--- config.mk ---
export PLATFORM = sky130hd
export DESIGN_NAME = e1am_monitor
export DESIGN_NICKNAME = d
export VERILOG_FILES = /design/src/rtl/e1am_pkg.sv /design/src/rtl/e1am_phase.sv /design/src/rtl/e1am_word_chk.sv /design/src/rtl/e1am_err_run.sv /design/src/rtl/e1am_crc_timer.sv /design/src/rtl/e1am_monitor.sv
export SDC_FILE = /design/constraint.sdc
export NUM_CORES = 1
export LEC_CHECK = 0
export ABC_AREA = 1
export CORE_MARGIN = 4
export CORE_UTILIZATION = 30
export DETAILED_ROUTE_END_ITERATION = 16
export GPL_TIMING_DRIVEN = 0
export PLACE_DENSITY = 0.59
export SLEW_MARGIN = 20
export SYNTH_ARGS = -nofsm -noshare
export SYNTH_HDL_FRONTEND = slang
export SYNTH_SLANG_ARGS = --single-unit
--- constraint.sdc ---
create_clock -name clk -period 3.41 [get_ports clk]
set_input_delay 1.023 -clock clk [delete_from_list [all_inputs] [get_ports clk]]
set_output_delay 1.023 -clock clk [all_outputs]
set_load 0.01 [all_outputs]
--- src/rtl/e1am_pkg.sv ---
package e1am_pkg;

  // Frame geometry
  localparam int SLOT_BITS  = 8;
  localparam int SLOTS      = 32;
  localparam int FRAME_BITS = SLOTS * SLOT_BITS;
  localparam int POS_W      = $clog2(FRAME_BITS);

  // Timeslot-0 alignment word, positions 1..7, first received bit is MSB
  localparam int           FAS_W        = 7;
  localparam logic [6:0]   FAS_WORD     = 7'b0011011;
  localparam int           FAS_LAST_POS = FAS_W;

  // Fixed-one bit of non-alignment frames
  localparam int NFAS_POS = 1;

  // Signalling multiframe word in timeslot 16, positions 128..131
  localparam int         CAS_SLOT      = 16;
  localparam int         MFAS_W        = 4;
  localparam logic [3:0] MFAS_WORD     = 4'b0000;
  localparam int         MFAS_LAST_POS = CAS_SLOT * SLOT_BITS + MFAS_W - 1;

  // A word check event: chk marks the evaluation cycle, err its outcome
  typedef struct packed {
    logic chk;
    logic err;
  } word_evt_t;

endpackage

--- src/rtl/e1am_phase.sv ---
module e1am_phase
  import e1am_pkg::*;
(
  input  logic             clk,
  input  logic             rst_n,
  input  logic             frm_sync,
  input  logic             frm_fas,
  input  logic             mf_sync,
  output logic [POS_W-1:0] pos,
  output logic             is_fas,
  output logic             is_mf,
  output logic             valid
);

  logic [POS_W-1:0] pos_q, pos_d;
  logic             fas_q, fas_d;
  logic             mf_q,  mf_d;
  logic             vld_q, vld_d;

  always_comb begin
    if (frm_sync) begin
      pos_d = '0;
      fas_d = frm_fas;
      mf_d  = mf_sync;
      vld_d = 1'b1;
    end else begin
      pos_d = (pos_q == POS_W'(FRAME_BITS - 1)) ? '0 : pos_q + 1'b1;
      fas_d = fas_q;
      mf_d  = mf_q;
      vld_d = vld_q;
    end
  end

  always_ff @(posedge clk or negedge rst_n) begin
    if (!rst_n) begin
      pos_q <= '0;
      fas_q <= 1'b0;
      mf_q  <= 1'b0;
      vld_q <= 1'b0;
    end else begin
      pos_q <= pos_d;
      fas_q <= fas_d;
      mf_q  <= mf_d;
      vld_q <= vld_d;
    end
  end

  // Position and frame type of the bit on rx_bit this cycle
  assign pos    = pos_d;
  assign is_fas = fas_d;
  assign is_mf  = mf_d;
  assign valid  = vld_d;

endmodule

--- src/rtl/e1am_word_chk.sv ---
module e1am_word_chk
  import e1am_pkg::*;
(
  input  logic             clk,
  input  logic             rst_n,
  input  logic             rx_bit,
  input  logic [POS_W-1:0] pos,
  input  logic             is_fas,
  input  logic             is_mf,
  input  logic             valid,
  output word_evt_t        fas_ev,
  output word_evt_t        nfas_ev,
  output word_evt_t        mfas_ev
);

  localparam int SH_W = FAS_W - 1;

  logic [SH_W-1:0]   sh_q, sh_d;
  logic [FAS_W-1:0]  fas_word;
  logic [MFAS_W-1:0] mfas_word;

  always_comb begin
    sh_d = {sh_q[SH_W-2:0], rx_bit};
  end

  always_ff @(posedge clk or negedge rst_n) begin
    if (!rst_n) begin
      sh_q <= '0;
    end else begin
      sh_q <= sh_d;
    end
  end

  assign fas_word  = {sh_q, rx_bit};
  assign mfas_word = {sh_q[MFAS_W-2:0], rx_bit};

  always_comb begin
    fas_ev.chk  = valid & is_fas & (pos == POS_W'(FAS_LAST_POS));
    fas_ev.err  = (fas_word != FAS_WORD);
    nfas_ev.chk = valid & ~is_fas & (pos == POS_W'(NFAS_POS));
    nfas_ev.err = ~rx_bit;
    mfas_ev.chk = valid & is_mf & (pos == POS_W'(MFAS_LAST_POS));
    mfas_ev.err = (mfas_word != MFAS_WORD);
  end

endmodule

--- src/rtl/e1am_err_run.sv ---
module e1am_err_run
  import e1am_pkg::*;
#(
  parameter int THRESH = 3
) (
  input  logic      clk,
  input  logic      rst_n,
  input  logic      hold,
  input  word_evt_t ev,
  output logic      met
);

  localparam int CW = $clog2(THRESH + 1);

  logic [CW-1:0] cnt_q, cnt_d;
  logic          cnt_en;

  assign met    = ev.chk & ev.err & (cnt_q == CW'(THRESH - 1));
  assign cnt_en = hold | ev.chk;

  always_comb begin
    if (hold || !ev.err || met) begin
      cnt_d = '0;
    end else begin
      cnt_d = cnt_q + 1'b1;
    end
  end

  always_ff @(posedge clk or negedge rst_n) begin
    if (!rst_n) begin
      cnt_q <= '0;
    end else if (cnt_en) begin
      cnt_q <= cnt_d;
    end
  end

endmodule

--- src/rtl/e1am_crc_timer.sv ---
module e1am_crc_timer #(
  parameter int LIMIT = 3200,
  localparam int CW   = $clog2(LIMIT + 1)
) (
  input  logic          clk,
  input  logic          rst_n,
  input  logic          active,
  input  logic          tick,
  output logic [CW-1:0] cnt,
  output logic          expire
);

  logic [CW-1:0] cnt_q, cnt_d;
  logic          at_cap;

  assign at_cap = (cnt_q == CW'(LIMIT));
  assign expire = active & tick & (cnt_q == CW'(LIMIT - 1));

  always_comb begin
    if (!active) begin
      cnt_d = '0;
    end else if (tick && !at_cap) begin
      cnt_d = cnt_q + 1'b1;
    end else begin
      cnt_d = cnt_q;
    end
  end

  always_ff @(posedge clk or negedge rst_n) begin
    if (!rst_n) begin
      cnt_q <= '0;
    end else begin
      cnt_q <= cnt_d;
    end
  end

  assign cnt = cnt_q;

endmodule

--- src/rtl/e1am_monitor.sv ---
module e1am_monitor
  import e1am_pkg::*;
#(
  parameter int TMO_FRAMES = 3200,
  parameter int FAS_RUN    = 3,
  parameter int NFAS_RUN   = 3,
  parameter int CAS_RUN    = 2
) (
  input  logic clk,
  input  logic rst_n,
  input  logic rx_bit,
  input  logic frm_sync,
  input  logic frm_fas,
  input  logic mf_sync,
  input  logic auto_off,
  input  logic alt_crit,
  input  logic man_rsync,
  input  logic crc4_en,
  input  logic crc4_locked,
  input  logic align_found,
  input  logic flag_clr,
  output logic los,
  output logic resync_req,
  output logic cas_resync_req,
  output logic frm_crit_flag,
  output logic cas_crit_flag,
  output logic crc4_tmo_flag,
  output logic [$clog2(TMO_FRAMES+1)-1:0] crc4_search_frames
);

  logic [POS_W-1:0] pos;
  logic             is_fas, is_mf, valid;
  word_evt_t        fas_ev, nfas_ev, mfas_ev;
  word_evt_t        fas_g, nfas_g, mfas_g;
  logic             fas_met, nfas_met, cas_met;
  logic             tmo_hit, crc_active;

  logic los_q, los_d;
  logic req_q, req_d;
  logic creq_q, creq_d;
  logic man_q;
  logic man_rise;
  logic ff_q, ff_d, cf_q, cf_d, tf_q, tf_d;

  e1am_phase u_phase (
    .clk      (clk),
    .rst_n    (rst_n),
    .frm_sync (frm_sync),
    .frm_fas  (frm_fas),
    .mf_sync  (mf_sync),
    .pos      (pos),
    .is_fas   (is_fas),
    .is_mf    (is_mf),
    .valid    (valid)
  );

  e1am_word_chk u_words (
    .clk     (clk),
    .rst_n   (rst_n),
    .rx_bit  (rx_bit),
    .pos     (pos),
    .is_fas  (is_fas),
    .is_mf   (is_mf),
    .valid   (valid),
    .fas_ev  (fas_ev),
    .nfas_ev (nfas_ev),
    .mfas_ev (mfas_ev)
  );

  // No word is judged while the hunt engine owns the link
  always_comb begin
    fas_g  = '{chk: fas_ev.chk  & ~los_q, err: fas_ev.err};
    nfas_g = '{chk: nfas_ev.chk & ~los_q, err: nfas_ev.err};
    mfas_g = '{chk: mfas_ev.chk & ~los_q, err: mfas_ev.err};
  end

  e1am_err_run #(.THRESH(FAS_RUN)) u_run_fas (
    .clk (clk), .rst_n (rst_n), .hold (los_q), .ev (fas_g), .met (fas_met)
  );

  e1am_err_run #(.THRESH(NFAS_RUN)) u_run_nfas (
    .clk (clk), .rst_n (rst_n), .hold (los_q), .ev (nfas_g), .met (nfas_met)
  );

  e1am_err_run #(.THRESH(CAS_RUN)) u_run_cas (
    .clk (clk), .rst_n (rst_n), .hold (los_q), .ev (mfas_g), .met (cas_met)
  );

  assign crc_active = crc4_en & ~los_q & ~crc4_locked;

  e1am_crc_timer #(.LIMIT(TMO_FRAMES)) u_crc_tmr (
    .clk    (clk),
    .rst_n  (rst_n),
    .active (crc_active),
    .tick   (frm_sync),
    .cnt    (crc4_search_frames),
    .expire (tmo_hit)
  );

  // Resync decision and loss-of-sync state
  always_comb begin
    man_rise = man_rsync & ~man_q;
    req_d    = (~auto_off & (fas_met | (alt_crit & nfas_met))) | man_rise;
    creq_d   = ~auto_off & cas_met;
    if (req_d) begin
      los_d = 1'b1;
    end else if (align_found) begin
      los_d = 1'b0;
    end else begin
      los_d = los_q;
    end
    ff_d = fas_met | (ff_q & ~flag_clr);
    cf_d = cas_met | (cf_q & ~flag_clr);
    tf_d = tmo_hit | (tf_q & ~flag_clr);
  end

  always_ff @(posedge clk or negedge rst_n) begin
    if (!rst_n) begin
      los_q  <= 1'b1;
      req_q  <= 1'b0;
      creq_q <= 1'b0;
      man_q  <= 1'b0;
      ff_q   <= 1'b0;
      cf_q   <= 1'b0;
      tf_q   <= 1'b0;
    end else begin
      los_q  <= los_d;
      req_q  <= req_d;
      creq_q <= creq_d;
      man_q  <= man_rsync;
      ff_q   <= ff_d;
      cf_q   <= cf_d;
      tf_q   <= tf_d;
    end
  end

  assign los            = los_q;
  assign resync_req     = req_q;
  assign cas_resync_req = creq_q;
  assign frm_crit_flag  = ff_q;
  assign cas_crit_flag  = cf_q;
  assign crc4_tmo_flag  = tf_q;

endmodule

==> results of run 1 <==
-- worst register-to-register path, stage by stage, from the launching register on --
cell and delay [ps]:
dfrtp_1 450, inv_1 150, ha_1 170, nand4_1 120, o31ai_2 300, nand2_1 280, buf_2 270, nand4_1 80
o21ai_1 80
-- synthesized netlist by cell type (all sizes together) --
library cell / count / area [um^2]
nor2: 26 / 118
nand4: 6 / 37.5
o21ai: 11 / 58.8
inv: 41 / 156
o31ai: 3 / 27.5
a41oi: 1 / 8.76
xor2: 5 / 43.8
o21bai: 1 / 7.51
nand3: 25 / 138
dfrtp: 41 / 1030
nand3b: 2 / 15.0
buf: 2 / 12.5
dfstp: 1 / 26.3
a21o: 1 / 7.51
xnor2: 1 / 8.76
and3: 1 / 6.26
nor4: 4 / 25.0
or2: 2 / 12.5
clkbuf: 1 / 3.75
nor3b: 2 / 20.0
nor3: 8 / 45.0
a32o: 1 / 10.0
mux2i: 1 / 10.0
a21oi: 5 / 25.0
nand2: 58 / 245
ha: 6 / 75.1
-- cells by family (layout without fill, tap and decap cells) --
kind of cell	count (synthesis)	count (layout)	synth area share [%]
buffers and inverters	44	82	7.96
flip-flops	42	42	48.5
multiplexers	1	1	0.461
adder cells (fa/ha/maj)	6	6	3.46
AND/OR/NAND/NOR	134	134	30.5
XOR/XNOR	6	6	2.42
AO/OA/AOI/OAI	23	23	6.69
-- final timing paths --
path | start | end | cells past startpoint
worst max-delay path | los$_DFFE_PN1P_ | los | 1
max in group asynchronous | rst_n | u_words.sh_q[4]$_DFF_PN0_ | 2
worst min register to register | u_words.sh_q[3]$_DFF_PN0_ | u_words.sh_q[4]$_DFF_PN0_ | 0
worst min-delay path | u_words.sh_q[3]$_DFF_PN0_ | u_words.sh_q[4]$_DFF_PN0_ | 0
min in group asynchronous | rst_n | resync_req$_DFF_PN0_ | 1
worst max register to register | u_crc_tmr.cnt[0]$_DFFE_PN0P_ | u_crc_tmr.cnt[7]$_DFFE_PN0P_ | 8
-- layout make-up --
class	instances	area (um^2)	share of cell area [%]
Multi-Input combinational cell	170	945	34.9
Inverter	41	156	5.78
Clock buffer	5	68.8	2.55
Clock inverter	3	40.0	1.48
Timing Repair Buffer	30	305	11.3
Buffer	3	16.3	0.602
Tap cell	96	120	4.44
Sequential cell	42	1050	38.9
-- flip-flops by register name, summed over array words and instances (netlist names) --
register,flops
man_q,1
cas_resync_req,1
u_run_fas.cnt_q,2
u_phase.vld_q,1
u_run_nfas.cnt_q,2
u_phase.fas_q,1
cas_crit_flag,1
los,1
crc4_tmo_flag,1
resync_req,1
u_phase.mf_q,1
u_words.sh_q,6
u_run_cas.cnt_q,2
u_crc_tmr.cnt,12
u_phase.pos_q,8
frm_crit_flag,1
-- layer usage --
layer | track usage [%] | vias up | share of wire (%)
met5 | 0 | - | 0
met1 | 16.5 | 816 | 49
li1 | - | 908 | -
met2 | 18.2 | 31 | 45
met4 | 3.66 | 0 | 1.2
met3 | 2.98 | 5 | 4.3
-- power breakdown --
part / total (mW) / internal, mW / switching (mW)
Sequential: 0.530 / 0.517 / 0.0127
Combinational: 0.100 / 0.0417 / 0.0584
Clock: 0.388 / 0.216 / 0.173
Total: 1.02 / 0.774 / 0.244
==> results.cfg, run 1 <==
[worst_setup_path]
path_cells = clkdlybuf4s50_1
slowest_stage = dfstp_2
critical_path_class = register to output pin
crit_family = flip-flops
path_buf_inv = 1
setup.worst_path.end_class = output pin
critPathMaxFanout = 7
slowest_delay_ps = 610
crit_arrival_ps = 1470
r2r_slack_ps = 1420
crit_required_ps = 2390
crit_path_start_kind = register

[cts]
path_clk_slew_ps = 80
cts.path.max_buffers = 2
clockRootBuffer = clkbuf_8
postCtsResizedCells = 0
hold_buffers = 0
cts_tree = done
htreeDepth = 2
clk_latency_ps = 290
cts_setup_buffers = 0
cts_inserted_buffers = 5
clock-sinks = 42

[logic_synthesis]
syn_area_um2 = 2170
ys_ff_latch = 42
ys_seq_area_share_pct = 48.5
syn_area_per_cell_um2 = 8.47
synth_nets = 275
synthCells = 256
ys_types = 40
yosysWarnings = 0

[global_route]
antenna_found_initial = 0
grt_first_pass_wirelength_um = 8210
gr-total-overflow = 0
track_usage_pct = 11.9
grt_pass1_vias = 1729
grt_max_degree = 30

[placed_design]
hpwl_um = 3580
io_buffers = 29
gp_congestion = 0.901
dp_slack_ps = 738
place_inst = 382
dpl-instance-area_um2 = 2590

[finish]
num_antenna_cells = 0
fillers = 738
drive_above_1_share_pct = 12.9
finalNetCount = 312
area_delta_synth_final_pct = 24.6
final_cell_mix = nand2_1 (51), dfrtp_1 (41), inv_1 (35)
fin_util_pct = 39.1
fin_area_um2 = 2700
final_common_cell = nand2_1
fin_cells = 390

[sta]
slew_violations = 0
slew_headroom_pct = 69.6
setup_viol = 0
finalHoldViolCount = 0
worst_hold_slack_ps = 373
timing.final.crit_period_ps = 2490
clock-skew-final_ps = 7.58
post-route-period-util_pct = 73.0
rsz0062_at_grt = false
tightest_slew_ps = 451
max_freq_mhz = 402
fin_ws_ps = 919
setup_tns_ps = 0

[floorplanning]
fp.dieW_um = 93.0
die_y_um = 93.0
io_pins = 31
core_area_um2 = 6910
num_rows = 30
die_area_um2 = 8660
start_util_pct = 31.4

[run]
drv_cap = 0

[hold_path]
worst_hold_path_type = register to register

[power]
ir_worst_vdd_mv = 0.192
finalPower_mw = 1.02
power_density_nw_per_um2 = 376
p_leak_nw = 1.25

[drt]
wl_per_cell_um = 11.9
dr.pass1.iters = 4
num_vias = 1760
viasPerCell = 4.51
drc_errors = 0
ant_nets = 0
drt_wl_total_um = 4640
drt_iter0_drc = 82

[outcome]
status = finished clean
No activity file was read; power rests on OpenSTA's default activity.
==> inputs of run 2 (changes only) <==
--- a/config.mk
+++ b/config.mk
@@ -10,7 +10,7 @@
 export CORE_UTILIZATION = 30
 export DETAILED_ROUTE_END_ITERATION = 16
 export GPL_TIMING_DRIVEN = 0
-export PLACE_DENSITY = 0.59
+export PLACE_DENSITY = 0.61
 export SLEW_MARGIN = 20
 export SYNTH_ARGS = -nofsm -noshare
 export SYNTH_HDL_FRONTEND = slang
==> constraint.sdc (replaced) <==
create_clock -name clk -period 2.1 [get_ports clk]
set_input_delay 0.63 -clock clk [delete_from_list [all_inputs] [get_ports clk]]
set_output_delay 0.63 -clock clk [all_outputs]
set_load 0.01 [all_outputs]
==> run 2 against run 1 <==
Utilization up 0.63 points. Final area is 1.6% higher. Critical path depth unchanged. Die area stayed put. Combinational power increased by 68%. Sequential share of layout area decreased by 0.62 points. Setup slack worse by 810 ps. Total power is 79% higher. Register-to-register slack worse by 1200 ps. Global-route usage shrank 0.19 points. Largest power group unchanged.
==> results.cfg, run 2 (synthesis results as in run 1) <==
[drt]
num_vias = 1776
drt_wl_total_um = 4750
dr.pass1.iters = 4
drc_errors = 0
drt_iter0_drc = 89
wl_per_cell_um = 12.1
viasPerCell = 4.54
ant_nets = 0

[worst_setup_path]
critical_path_class = register to output pin
crit_required_ps = 1470
setup.worst_path.end_class = output pin
crit_family = flip-flops
path_cells = clkdlybuf4s50_1
slowest_delay_ps = 540
r2r_slack_ps = 220
path_buf_inv = 1
crit_arrival_ps = 1360
worstReg2RegStart = u_phase.pos_q[0]$_DFF_PN0_
reg2regPathDepth = 12
crit_path_start_kind = register
r2r_end = cas_resync_req$_DFF_PN0_
critPathMaxFanout = 2
slowest_stage = dfstp_2

[global_route]
grt_first_pass_wirelength_um = 8030
gr-total-overflow = 0
grt_pass1_vias = 1691
track_usage_pct = 11.7
grt_max_degree = 25
antenna_found_initial = 0

[finish]
fin_util_pct = 39.8
drive_above_1_share_pct = 13.6
regArea_um2 = 1050
num_antenna_cells = 0
largest_register_ffs = 12
final_cell_mix = nand2_1 (50), dfrtp_1 (41), inv_1 (35)
fillers = 699
multi_input_area_um2 = 947
fin_area_um2 = 2750
final_common_cell = nand2_1
finalNetCount = 313
area_delta_synth_final_pct = 26.6

[power]
ir_worst_vdd_mv = 0.341
p_leak_nw = 1.26
power_density_nw_per_um2 = 662
finalPower_mw = 1.82

[sta]
worst_hold_slack_ps = 281
setup_viol = 0
clock-skew-final_ps = 6.83
setup_tns_ps = 0
tightest_slew_ps = 461
timing.final.crit_period_ps = 1990
finalHoldViolCount = 0
max_freq_mhz = 503
post-route-period-util_pct = 94.8
slew_headroom_pct = 69.2
slew_violations = 0

[placed_design]
dpl-instance-area_um2 = 2590
gp_congestion = 0.903
hpwl_um = 3590
io_buffers = 29

[cts]
clock-sinks = 42
hold_buffers = 0
cts_tree = done
htreeDepth = 2
path_clk_slew_ps = 80
clk_latency_ps = 290
cts_inserted_buffers = 5
clockRootBuffer = clkbuf_8
cts.path.max_buffers = 2

[run]
drv_cap = 0

[floorplanning]
die_area_um2 = 8660
io_pins = 31
num_rows = 30
fp.dieW_um = 93.0
die_y_um = 93.0
core_area_um2 = 6910
start_util_pct = 31.4

[outcome]
status = finished clean

[hold_path]
worst_hold_path_type = input port to async pin
run 2: cell types whose count changed in the layout (fill, tap and decap cells not counted), sizes merged:
cell,delta
buf,+1
bufinv,+1
clkbuf,+1
clkinv,-2
run 2: report_power, final:
part | internal, mW | switching [mW] | leakage (nW)
combinational | 0.0698 | 0.0980 | 0.640
clock | 0.507 | 0.285 | 0.0714
sequential | 0.839 | 0.0190 | 0.553
run 2: worst max-delay path by stage:
| stage | startpoint | endpoint | slack (ps) | cells past startpoint |
|---|---|---|---|---|
| global placement | rst_n | u_phase.pos_q[5]$_DFF_PN0_ | -760 | 1 |
| detailed placement | crc4_en | u_crc_tmr.cnt[1]$_DFFE_PN0P_ | -140 | 7 |
| global route | crc4_en | u_crc_tmr.cnt[6]$_DFFE_PN0P_ | -20 | 6 |
| CTS | los$_DFFE_PN1P_ | los | 90 | 1 |
| floorplan | frm_sync | u_run_nfas.cnt_q[0]$_DFFE_PN0P_ | 410 | 11 |
| finish | los$_DFFE_PN1P_ | los | 110 | 1 |
run 2: per-stage QoR:
stage / setup slack, ps / instances
final: 110 / 391
after floorplan: 406 / 256
after global placement: -758 / 381
after CTS: 91.6 / 391
after detailed placement: -141 / 382
after global routing: -24.0 / 391
run 2: routing by layer:
layer | up-vias | track usage [%] | wire, um
met2 | 34 | 18.4 | 2210
li1 | 904 | - | -
met4 | 0 | 3.79 | 39
met5 | - | 0 | 0
met3 | 2 | 2.65 | 223
met1 | 836 | 16.0 | 2270
run 2: final cells by class:
type	count	area share, %
plain buffers	3	0.592
repair buffers	31	11.4
inverters	41	5.69
flip-flops and latches	42	38.3
clock buffers	6	3.01
multi-input cells	170	34.5
clock inverters	2	2.19
well taps	96	4.37
run 2: repair_timing:
item	4_1_cts	5_1_grt
gates resized for setup	0	1
hold endpoints to repair	0	0
cloned	0	0
setup endpoints to repair	1	4
buffers inserted	1	0
==> inputs of run 3 (changes only) <==
--- a/config.mk
+++ b/config.mk
@@ -5,7 +5,6 @@
 export SDC_FILE = /design/constraint.sdc
 export NUM_CORES = 1
 export LEC_CHECK = 0
-export ABC_AREA = 1
 export CORE_MARGIN = 4
 export CORE_UTILIZATION = 30
 export DETAILED_ROUTE_END_ITERATION = 16
==> run 3 against run 2 <==
Sequential power decreased by 1%. First-iteration DRC count shrank 10%. Utilization increased by 0.84 points.
==> results.cfg, run 3 <==
[outcome]
status = finished clean

[drt]
num_vias = 1701
drc_errors = 0
drt_iter0_drc = 80
dr.pass1.iters = 4
drt_wl_total_um = 4870
viasPerCell = 4.96
wl_per_cell_um = 14.2
ant_nets = 0

[logic_synthesis]
synth_edf_count = 0
syn_area_per_cell_um2 = 10.4
synthCells = 204
yosysMostFrequentCell = dfrtp_1
yosys-top-cells-count = dfrtp_1 (41), nor2_1 (19), inv_1 (16)
async_flop_share_pct = 100
ys_types = 51
yosysWarnings = 0
ys.flop_type = dfrtp_1
synth_largest_area_cell = dfrtp_1
synthTopCellsByArea = dfrtp_1 (49%), ha_1 (3.6%), nor2_1 (3.4%)
synth_nets = 223
syn_area_um2 = 2110
ys_seq_area_share_pct = 49.8
ys_ff_latch = 42
synth_top_area_share_pct = 48.6

[finish]
largest_register_ffs = 12
area_delta_synth_final_pct = 31.4
final_common_cell = dfrtp_1
fillers = 695
drive_above_1_share_pct = 17.8
finalNetCount = 265
final_cell_mix = dfrtp_1 (38), clkdlybuf4s50_1 (28), nor2_1 (19)
num_antenna_cells = 0
fin_cells = 343

[sta]
timing.final.crit_period_ps = 2060
rsz0062_at_grt = true
clock-skew-final_ps = 11.3
slew_violations = 0
tightest_slew_ps = 489
slew_headroom_pct = 67.3
post-route-period-util_pct = 98.2
setup_viol = 0
finalHoldViolCount = 0
max_freq_mhz = 485

[cts]
clockRootBuffer = clkbuf_8
hold_buffers = 0
cts.path.max_buffers = 2
cts_inserted_buffers = 5
path_clk_slew_ps = 100
htreeDepth = 2
cts_tree = done
clock-sinks = 42
clk_latency_ps = 300

[global_route]
grt_pass1_vias = 1756
track_usage_pct = 12.4
grt_first_pass_wirelength_um = 8490
gr-total-overflow = 0
antenna_found_initial = 0
grt_max_degree = 25

[floorplanning]
die_area_um2 = 8450
die_y_um = 91.9
io_pins = 31
start_util_pct = 30.9
fp.dieW_um = 91.9
core_area_um2 = 6830
num_rows = 30

[placed_design]
gp_congestion = 0.782
hpwl_um = 3540
io_buffers = 29
place_inst = 330

[worst_setup_path]
r2r_slack_ps = 40
crit_path_start_kind = register
setup.worst_path.start = u_phase.pos_q[0]$_DFF_PN0_
path_buf_inv = 1
crit_required_ps = 2340
slowest_stage = or4_4
worstReg2RegStart = u_phase.pos_q[0]$_DFF_PN0_
slowest_delay_ps = 470
crit_family = simple AND/OR/NAND/NOR gates
path_cells = ha_1 > clkbuf_4 > nand3_1 > xor2_2 > o221ai_4 > or4_4 > o2bb2ai_1
crit_arrival_ps = 2300
critPathMaxFanout = 10
critical_path_class = register to register
setup.worst_path.end_class = register

[run]
drv_cap = 0

[power]
p_leak_nw = 1.10
finalPower_mw = 1.58
ir_worst_vdd_mv = 0.298
power_density_nw_per_um2 = 571

[hold_path]
worst_hold_path_type = input port to async pin
run 3: worst paths after layout:
check	endpoint	cells after the start
worst max-delay path	cas_crit_flag$_DFF_PN0_	7
worst min register to register	u_words.sh_q[4]$_DFF_PN0_	0
min in group clk	u_words.sh_q[4]$_DFF_PN0_	0
max in group asynchronous	u_phase.pos_q[2]$_DFF_PN0_	2
worst max register to register	cas_crit_flag$_DFF_PN0_	7
worst min-delay path	u_crc_tmr.cnt[11]$_DFFE_PN0P_	1
run 3: through the flow:
stage	setup TNS [ps]	hold WS [ps]	setup slack [ps]	utilization (%)	instance area [um^2]
3_5_place_dp	-8120	367	-651	37.2	2540
5_1_grt	-218	278	-51.4	40.6	2780
6_report	0	260	37.2	40.6	2780
4_1_cts	0	273	2.96	39.5	2700
2_1_floorplan	0	334	13.6	-	2120
3_3_place_gp	-38390	354	-740	37.0	2530
run 3: kinds of logic (layout without fill, tap and decap cells):
family | Yosys count | count (layout) | synth area share [%]
compound gates | 39 | 39 | 14.0
xor+xnor | 11 | 11 | 4.56
fa+ha+maj | 6 | 6 | 3.55
buf+inv | 22 | 65 | 4.15
flops | 42 | 42 | 49.8
mux | 7 | 7 | 3.44
simple gates | 77 | 77 | 20.5
run 3: layer usage:
layer	vias up	wire (um)	GRT usage, %
met5	-	0	0
met4	0	27	2.23
met3	2	191	3.04
met2	35	2370	19.9
met1	842	2280	17.1
li1	822	-	-
run 3: what timing repair did:
item                                    CTS  global route
endpoints found under the setup margin   16             9
resized for setup                         8            11
setup buffers                             3             3
pin swaps                                 2             4
run 3: area by class of cell:
cell class / count / area, um^2 / area share, %
clock inverters: 3 / 28.8 / 1.04
flip-flops and latches: 42 / 1060 / 38.1
repair buffers: 36 / 350 / 12.6
plain buffers: 5 / 28.8 / 1.04
multi-input cells: 140 / 1060 / 38.3
inverters: 16 / 60.1 / 2.16
clock buffers: 5 / 68.8 / 2.48
well taps: 96 / 120 / 4.33
run 3: report_power, final:
part           leakage (nW)  switching [mW]  internal, mW
clock network        0.0506           0.312         0.249
logic                 0.503          0.0977        0.0775
registers             0.549          0.0169         0.831
total                  1.10           0.427          1.16
